**src/rtl/pirq_pkg.sv**
```systemverilog
package pirq_pkg;
   typedef enum logic [1:0] {
      RA_SENSE = 2'd0,
      RA_FLAG  = 2'd1,
      RA_EN    = 2'd2,
      RA_PRIO  = 2'd3
   } reg_addr_e;
endpackage

```
**src/rtl/pirq_sync_edge.sv**
```systemverilog
module pirq_sync_edge #(
   parameter int N      = 8,
   parameter int STAGES = 2
) (
   input  logic         clk,
   input  logic         rst_n,
   input  logic [N-1:0] pin_i,
   input  logic [N-1:0] sense_i,
   output logic [N-1:0] lvl_o,
   output logic [N-1:0] edge_o
);
   if (STAGES < 2) begin : g_bad_stages
      $error("pirq_sync_edge: STAGES must be at least 2");
   end

   for (genvar i = 0; i < N; i++) begin : g_bit
      logic [STAGES-1:0] sh;
      logic              last;
      always_ff @(posedge clk or negedge rst_n) begin
         if (!rst_n) begin
            sh   <= '0;
            last <= 1'b0;
         end else begin
            sh   <= {sh[STAGES-2:0], pin_i[i]};
            last <= sh[STAGES-1];
         end
      end
      assign lvl_o[i]  = sh[STAGES-1];
      // active now, inactive one cycle ago, both judged with the current sense
      assign edge_o[i] = (sh[STAGES-1] ^ sense_i[i]) & ~(last ^ sense_i[i]);

      p_edge_single_r3 : assert property (@(posedge clk) disable iff (!rst_n)
         edge_o[i] |=> !edge_o[i]);
   end
endmodule

```
**src/rtl/pirq_arbiter.sv**
```systemverilog
module pirq_arbiter #(
   parameter int N  = 8,
   parameter int VW = 3
) (
   input  logic          clk,
   input  logic          rst_n,
   input  logic [N-1:0]  req_i,
   input  logic [N-1:0]  prio_i,
   input  logic          ack_i,
   input  logic          ret_i,
   output logic          irq_req_o,
   output logic          irq_hi_o,
   output logic [VW-1:0] irq_vec_o
);
   logic [N-1:0]  hi_set, lo_set;
   logic          hit_hi, hit_lo;
   logic [VW-1:0] idx_hi, idx_lo;
   logic          in_hi, in_lo;

   assign hi_set = req_i & prio_i;
   assign lo_set = req_i & ~prio_i;

   // lowest index wins inside each level
   always_comb begin
      hit_hi = 1'b0; idx_hi = '0;
      hit_lo = 1'b0; idx_lo = '0;
      for (int i = N - 1; i >= 0; i--) begin
         if (hi_set[i]) begin hit_hi = 1'b1; idx_hi = VW'(i); end
         if (lo_set[i]) begin hit_lo = 1'b1; idx_lo = VW'(i); end
      end
   end

   always_comb begin
      irq_req_o = 1'b0;
      irq_hi_o  = 1'b0;
      irq_vec_o = '0;
      if (hit_hi && !in_hi) begin
         irq_req_o = 1'b1;
         irq_hi_o  = 1'b1;
         irq_vec_o = idx_hi;
      end else if (hit_lo && !in_hi && !in_lo) begin
         irq_req_o = 1'b1;
         irq_vec_o = idx_lo;
      end
   end

   always_ff @(posedge clk or negedge rst_n) begin
      if (!rst_n) begin
         in_hi <= 1'b0;
         in_lo <= 1'b0;
      end else if (ack_i && irq_req_o) begin
         if (irq_hi_o) in_hi <= 1'b1;
         else          in_lo <= 1'b1;
      end else if (ret_i) begin
         if (in_hi)      in_hi <= 1'b0;
         else if (in_lo) in_lo <= 1'b0;
      end
   end

   p_ack_valid_r7 : assert property (@(posedge clk) disable iff (!rst_n)
      ack_i |-> irq_req_o);
   p_no_lo_in_service_r7 : assert property (@(posedge clk) disable iff (!rst_n)
      (in_lo || in_hi) |-> !(irq_req_o && !irq_hi_o));
   p_no_pre_empt_hi_r7 : assert property (@(posedge clk) disable iff (!rst_n)
      in_hi |-> !irq_req_o);
   p_req_pending_r5 : assert property (@(posedge clk) disable iff (!rst_n)
      irq_req_o |-> req_i[irq_vec_o]);
   p_level_match_r6 : assert property (@(posedge clk) disable iff (!rst_n)
      irq_req_o |-> (irq_hi_o == prio_i[irq_vec_o]));
   p_ret_pops_hi_r9 : assert property (@(posedge clk) disable iff (!rst_n)
      (ret_i && !ack_i && in_hi) |=> (!in_hi && (in_lo == $past(in_lo))));
endmodule

```
**src/rtl/pin_irq_ctrl.sv**
```systemverilog
module pin_irq_ctrl
   import pirq_pkg::*;
#(
   parameter int NUM_SRC     = 8,
   parameter int DATA_W      = 8,
   parameter int SYNC_STAGES = 2,
   parameter bit WAKE_ASYNC  = 1'b1
) (
   input  logic                       clk,
   input  logic                       rst_n,
   input  logic                       reg_wr,
   input  logic [1:0]                 reg_addr,
   input  logic [DATA_W-1:0]          reg_wdata,
   output logic [DATA_W-1:0]          reg_rdata,
   input  logic [NUM_SRC-1:0]         pins,
   input  logic                       glb_en,
   input  logic                       ack,
   input  logic                       ret,
   input  logic                       power_down,
   output logic                       irq_req,
   output logic                       irq_hi,
   output logic [$clog2(NUM_SRC)-1:0] irq_vec,
   output logic                       wake
);
   localparam int VW = $clog2(NUM_SRC);

   if (DATA_W != NUM_SRC) begin : g_bad_width
      $error("pin_irq_ctrl: DATA_W must equal NUM_SRC");
   end
   if (NUM_SRC < 2) begin : g_bad_count
      $error("pin_irq_ctrl: NUM_SRC must be at least 2");
   end

   logic [NUM_SRC-1:0] sense_q, flag_q, en_q, prio_q;
   logic [NUM_SRC-1:0] lvl_w, edge_w, req_w;
   logic               wr_flag;

   pirq_sync_edge #(.N(NUM_SRC), .STAGES(SYNC_STAGES)) u_sync (
      .clk(clk), .rst_n(rst_n), .pin_i(pins), .sense_i(sense_q),
      .lvl_o(lvl_w), .edge_o(edge_w));

   assign wr_flag = reg_wr && (reg_addr == RA_FLAG);

   always_ff @(posedge clk or negedge rst_n) begin
      if (!rst_n) begin
         sense_q <= '0;
         flag_q  <= '0;
         en_q    <= '0;
         prio_q  <= '0;
      end else begin
         if (reg_wr && reg_addr == RA_SENSE) sense_q <= reg_wdata;
         if (reg_wr && reg_addr == RA_EN)    en_q    <= reg_wdata;
         if (reg_wr && reg_addr == RA_PRIO)  prio_q  <= reg_wdata;
         flag_q <= (wr_flag ? reg_wdata : flag_q) | edge_w;
      end
   end

   always_comb begin
      unique case (reg_addr)
         RA_SENSE: reg_rdata = sense_q;
         RA_FLAG:  reg_rdata = flag_q;
         RA_EN:    reg_rdata = en_q;
         default:  reg_rdata = prio_q;
      endcase
   end

   assign req_w = flag_q & en_q & {NUM_SRC{glb_en}};

   pirq_arbiter #(.N(NUM_SRC), .VW(VW)) u_arb (
      .clk(clk), .rst_n(rst_n), .req_i(req_w), .prio_i(prio_q),
      .ack_i(ack), .ret_i(ret),
      .irq_req_o(irq_req), .irq_hi_o(irq_hi), .irq_vec_o(irq_vec));

   if (WAKE_ASYNC) begin : g_wake_async
      assign wake = power_down & glb_en & (|(en_q & ((pins ^ sense_q) | flag_q)));
   end else begin : g_wake_sync
      assign wake = power_down & glb_en & (|(en_q & ((lvl_w ^ sense_q) | flag_q)));
   end

   p_set_wins_r4 : assert property (@(posedge clk) disable iff (!rst_n)
      (|edge_w) |=> ((flag_q & $past(edge_w)) == $past(edge_w)));
   p_flag_sticky_r8 : assert property (@(posedge clk) disable iff (!rst_n)
      !wr_flag |=> (($past(flag_q) & ~flag_q) == '0));
   p_wake_off_r10 : assert property (@(posedge clk) disable iff (!rst_n)
      !power_down |-> !wake);
   p_req_gated_r5 : assert property (@(posedge clk) disable iff (!rst_n)
      !glb_en |-> !irq_req);
endmodule

```
**config.mk**
```make
export PLATFORM = sky130hd
export DESIGN_NAME = pin_irq_ctrl
export DESIGN_NICKNAME = d
export VERILOG_FILES = /design/src/rtl/pirq_pkg.sv /design/src/rtl/pirq_sync_edge.sv /design/src/rtl/pirq_arbiter.sv /design/src/rtl/pin_irq_ctrl.sv
export SDC_FILE = /design/constraint.sdc
export NUM_CORES = 1
export LEC_CHECK = 0
export ABC_CLOCK_PERIOD_IN_PS = 1950
export BUFFER_PORTS_ARGS = -buffer_cell sky130_fd_sc_hd__buf_4
export CORE_UTILIZATION = 35
export DETAILED_ROUTE_END_ITERATION = 6
export GPL_TIMING_DRIVEN = 0
export HOLD_SLACK_MARGIN = 0.15
export PLACE_DENSITY = 0.6
export SLEW_MARGIN = 20
export SYNTH_ARGS = -nofsm -noshare
export SYNTH_HDL_FRONTEND = slang
export SYNTH_SLANG_ARGS = --single-unit
```
**constraint.sdc**
```tcl
create_clock -name clk -period 1.95 [get_ports clk]
set_input_delay 0.39 -clock clk [delete_from_list [all_inputs] [get_ports clk]]
set_output_delay 0.39 -clock clk [all_outputs]
set_load 0.03 [all_outputs]
```
==> impl_metrics.env <==
export IMPL_num_antenna_cells=0
export IMPL_report_final_hold_viol_count=0
export IMPL_timing_critical_path_mode_cell="sky130_fd_sc_hd__nand4_1"
export IMPL_failing_checks="setup timing"
export IMPL_finalSetupTns_ns=-1.07
export IMPL_pin_count_of_the_biggest_net_entering_global_routing=59
export IMPL_cap_viol_max_count=0
export IMPL_post_route_drc_count=0
export IMPL_worst_setup_path_end_kind="primary output"
export IMPL_std_cell_rows=32
export IMPL_synth_enable_flop_cells=0
export IMPL_post_route_cells_drive_above_1_share_pct=46.4
export IMPL_drt_iter0_drc=108
export IMPL_cpLargestDelayFamily="simple AND/OR/NAND/NOR gates"
export IMPL_drt_pass1_iter_count=4
export IMPL_timing_critical_path_slowest_stage_cell="sky130_fd_sc_hd__dfrtp_1"
export IMPL_chip_width_um=91.0
export IMPL_viasPerCell=5.12
export IMPL_status="complete, but fails checks"
export IMPL_netlist_area_leader_share_pct=52.3
export IMPL_cell_area_after_technology_mapping_um2=2770
export IMPL_ys_warnings_count=0
export IMPL_vias=2011
export IMPL_tritoncts_num_buffers=9
export IMPL_final_core_util_pct=48.8
export IMPL_insertion_delay_ns=0.34
export IMPL_critical_path_max_stage_delay_ns=0.41
export IMPL_clk_root_buffer_cell="sky130_fd_sc_hd__clkbuf_8"
export IMPL_place_gp_congestion=0.738
export IMPL_crit_type="flip-flop to primary output"
export IMPL_rsz0062_at_grt="yes"
export IMPL_antenna_left=0
export IMPL_routed_wirelength_um=6320
export IMPL_worst_slew_pin_transition_ns=0.738
export IMPL_placement_io_buffers=37
export IMPL_die_area_um2=8290
export IMPL_setup_reg_to_reg_worst_slack_ns=0.34
export IMPL_ys_flop_type="sky130_fd_sc_hd__dfrtp_1"
export IMPL_yosys_top_cells_area="sky130_fd_sc_hd__dfrtp_1 52%, sky130_fd_sc_hd__mux2_2 9.7%, sky130_fd_sc_hd__mux4_2 6.5%"
export IMPL_total_leakage_power_nw=1.69
export IMPL_first_global_vias=2029
export IMPL_maxSlewViolCount=0
export IMPL_cts_reportedPaths_clkPinSlew_ns=0.07
export IMPL_clock_sink_count=58
export IMPL_synth_top_area_cell="sky130_fd_sc_hd__dfrtp_1"
export IMPL_placed_cell_area_um2=3200
export IMPL_synth_seq_cells=58
export IMPL_timing_critical_path_from_type="flip-flop"
export IMPL_boundaryPins=39
export IMPL_clk_path_buf_depth=2
export IMPL_first_pass_grt_wire_length_um=10400
export IMPL_chipHeight_um=91.0
export IMPL_maximum_resistive_drop_on_vdd_mv=0.617
export IMPL_mappedNetlistNets=238
export IMPL_arrival_ns=1.82
export IMPL_timing_final_setup_violations=6
export IMPL_detailedPlacementHpwl_um=4240
export IMPL_tritoncts="built"
export IMPL_fmaxAchievable_ghz=0.452
export IMPL_yosysUniqueCellTypes=39
export IMPL_post_synth_cell_area_avg_um2=13.0
export IMPL_crit_share_post_route_pct=114
export IMPL_flow_area_growth_from_synthesis_pct=35.4
export IMPL_cts_htree_levels=3
export IMPL_critical_path_n_buffers_inverters=1
export IMPL_grtUsageTotal_pct=16.9
export IMPL_worstPathMaxFanout=4
export IMPL_timing_critical_path_cells="nand4_1 -> nand4_1 -> nor2_4 -> nand3_1 -> o22ai_2 -> buf_6"
export IMPL_place_detailed_instances=352
export IMPL_detail_route_wl_per_cell_um=16.1
export IMPL_syn_instance_count=213
export IMPL_min_path_type="input port to flip-flop"
export IMPL_nNetsFinal=311
export IMPL_skew_ns=0.00662
export IMPL_grt_antenna_before_repair=0
export IMPL_design_area_um2=3750
export IMPL_synth_async_reset_ratio_pct=100
export IMPL_required_ns=1.56
export IMPL_power_per_cell_area_nw_per_um2=1110
export IMPL_synth_yosys_seq_area_share_pct=52.3
export IMPL_layout_cells_non_filler=393
export IMPL_grt_overflow=0
export IMPL_timing_final_crit_period_ns=2.21
export IMPL_setup_ws_ns=-0.263
export IMPL_floorplan_initialDensity_pct=36.1
export IMPL_max_slew_margin_rel_pct=50.8
export IMPL_core_region_area_um2=7690
==> cell usage in the layout (no fill, tap or decap), types with 4 or more instances in the layout <==
| cell | netlist | layout |
|---|---|---|
| sky130_fd_sc_hd__buf_4 | 1 | 42 |
| sky130_fd_sc_hd__xor2_1 | 8 | 8 |
| sky130_fd_sc_hd__o211ai_1 | 8 | 8 |
| sky130_fd_sc_hd__mux4_2 | 8 | 8 |
| sky130_fd_sc_hd__o21ai_1 | 0 | 5 |
| sky130_fd_sc_hd__dlygate4sd3_1 | 0 | 4 |
| sky130_fd_sc_hd__mux2i_1 | 8 | 8 |
| sky130_fd_sc_hd__nand4_1 | 11 | 11 |
| sky130_fd_sc_hd__mux2_2 | 24 | 24 |
| sky130_fd_sc_hd__buf_6 | 1 | 18 |
| sky130_fd_sc_hd__dfrtp_1 | 58 | 54 |
| sky130_fd_sc_hd__clkbuf_8 | 0 | 11 |
| sky130_fd_sc_hd__nand2_1 | 23 | 22 |
| sky130_fd_sc_hd__dfrtp_2 | 0 | 4 |
| sky130_fd_sc_hd__nor2_1 | 11 | 10 |
| sky130_fd_sc_hd__o21ai_0 | 11 | 6 |
==> path summary, 6_finish.rpt <==
path,start,endpoint,cells past startpoint
max reg2reg,prio_q[3],u_arb.in_lo,6
min reg2reg,u_sync.g_bit[0].sh[0],u_sync.g_bit[0].sh[1],0
min in group asynchronous,rst_n,u_sync.g_bit[4].sh[0],2
max,prio_q[3],irq_vec[0],6
max in group asynchronous,rst_n,flag_q[1],2
min,pins[5],u_sync.g_bit[5].sh[0],1
==> worst reg2reg max path: cells and delay by family, from the launching register on <==
family / cells / cell delay [ns]
AOI/OAI and AO/OA: 2 / 0.37
buffers and inverters: 1 / 0.21
DFF: 1 / 0.41
and+or+nand+nor: 3 / 0.51
==> kinds of logic (layout without fill, tap and decap cells) <==
group / Yosys count / count (layout) / synth area share [%]
AOI/OAI and AO/OA: 31 / 31 / 7.71
muxes: 40 / 40 / 19.1
and+or+nand+nor: 69 / 69 / 16.3
buffers and inverters: 7 / 85 / 2.03
DFF: 58 / 58 / 52.3
xor gates and xnor gates: 8 / 8 / 2.53
==> sequential cells by signal, summed over array words and instances (netlist names) <==
name and flops:
u_sync.g_bit.last 8, prio_q 8, u_arb.in_hi 1, u_sync.g_bit.sh 16, sense_q 8, en_q 8, u_arb.in_lo 1, flag_q 8
==> area by class of cell <==
cell class | instances | area [µm²]
Buffer | 5 | 48.8
Tap cell | 102 | 128
Multi-Input combinational cell | 148 | 1320
Sequential cell | 58 | 1460
Clock buffer | 12 | 155
Timing Repair Buffer | 62 | 539
Inverter | 2 | 7.51
Fill cell | 736 | 3930
Clock inverter | 4 | 97.6
==> layer usage <==
metal | wire length (µm) | global-route usage (%)
met1 | 2960 | 21.4
met2 | 3000 | 26.3
met3 | 219 | 4.36
met4 | 134 | 9.13
met5 | 0 | 0
==> Yosys cell counts (2+ instances only) <==
cell                       number
sky130_fd_sc_hd__mux4_2         8
sky130_fd_sc_hd__nand4b_2       6
sky130_fd_sc_hd__mux2i_1        8
sky130_fd_sc_hd__nor2_1        11
sky130_fd_sc_hd__nand3b_1       2
sky130_fd_sc_hd__mux2_2        24
sky130_fd_sc_hd__o21ai_0       11
sky130_fd_sc_hd__a31oi_1        3
sky130_fd_sc_hd__nand4b_1       2
sky130_fd_sc_hd__xor2_1         8
sky130_fd_sc_hd__nand4_1       11
sky130_fd_sc_hd__nand4_2        3
sky130_fd_sc_hd__nand2_1       23
sky130_fd_sc_hd__buf_2          2
sky130_fd_sc_hd__inv_1          2
sky130_fd_sc_hd__nand2b_1       2
sky130_fd_sc_hd__dfrtp_1       58
sky130_fd_sc_hd__o211ai_1       8
==> stage by stage <==
step | hold WS (ns) | setup slack (ns) | power [mW]
after floorplan | 0.0944 | 0.0136 | 2.24
after global placement | 0.332 | -0.0537 | 2.58
after detailed placement | 0.336 | -0.0646 | 2.60
after CTS | 0.150 | -0.206 | 4.18
after global routing | 0.150 | -0.347 | 4.40
final | 0.170 | -0.263 | 4.19
==> where the power goes <==
group / internal [mW] / total, mW / leakage [nW] / switching (mW)
registers: 1.36 / 1.54 / 0.664 / 0.175
clock network: 0.919 / 1.39 / 0.123 / 0.472
logic: 0.643 / 1.26 / 0.907 / 0.612
total: 2.93 / 4.19 / 1.69 / 1.26
==> what timing repair did <==
action / 4_1_cts / 5_1_grt
hold buffers: 2 / 2
pin swaps: 10 / 7
endpoints found under the setup margin: 6 / 12
hold endpoints to repair: 54 / 2
resized for setup: 20 / 12
buffers inserted: 19 / 5
Power figures use the tool's default switching activity.
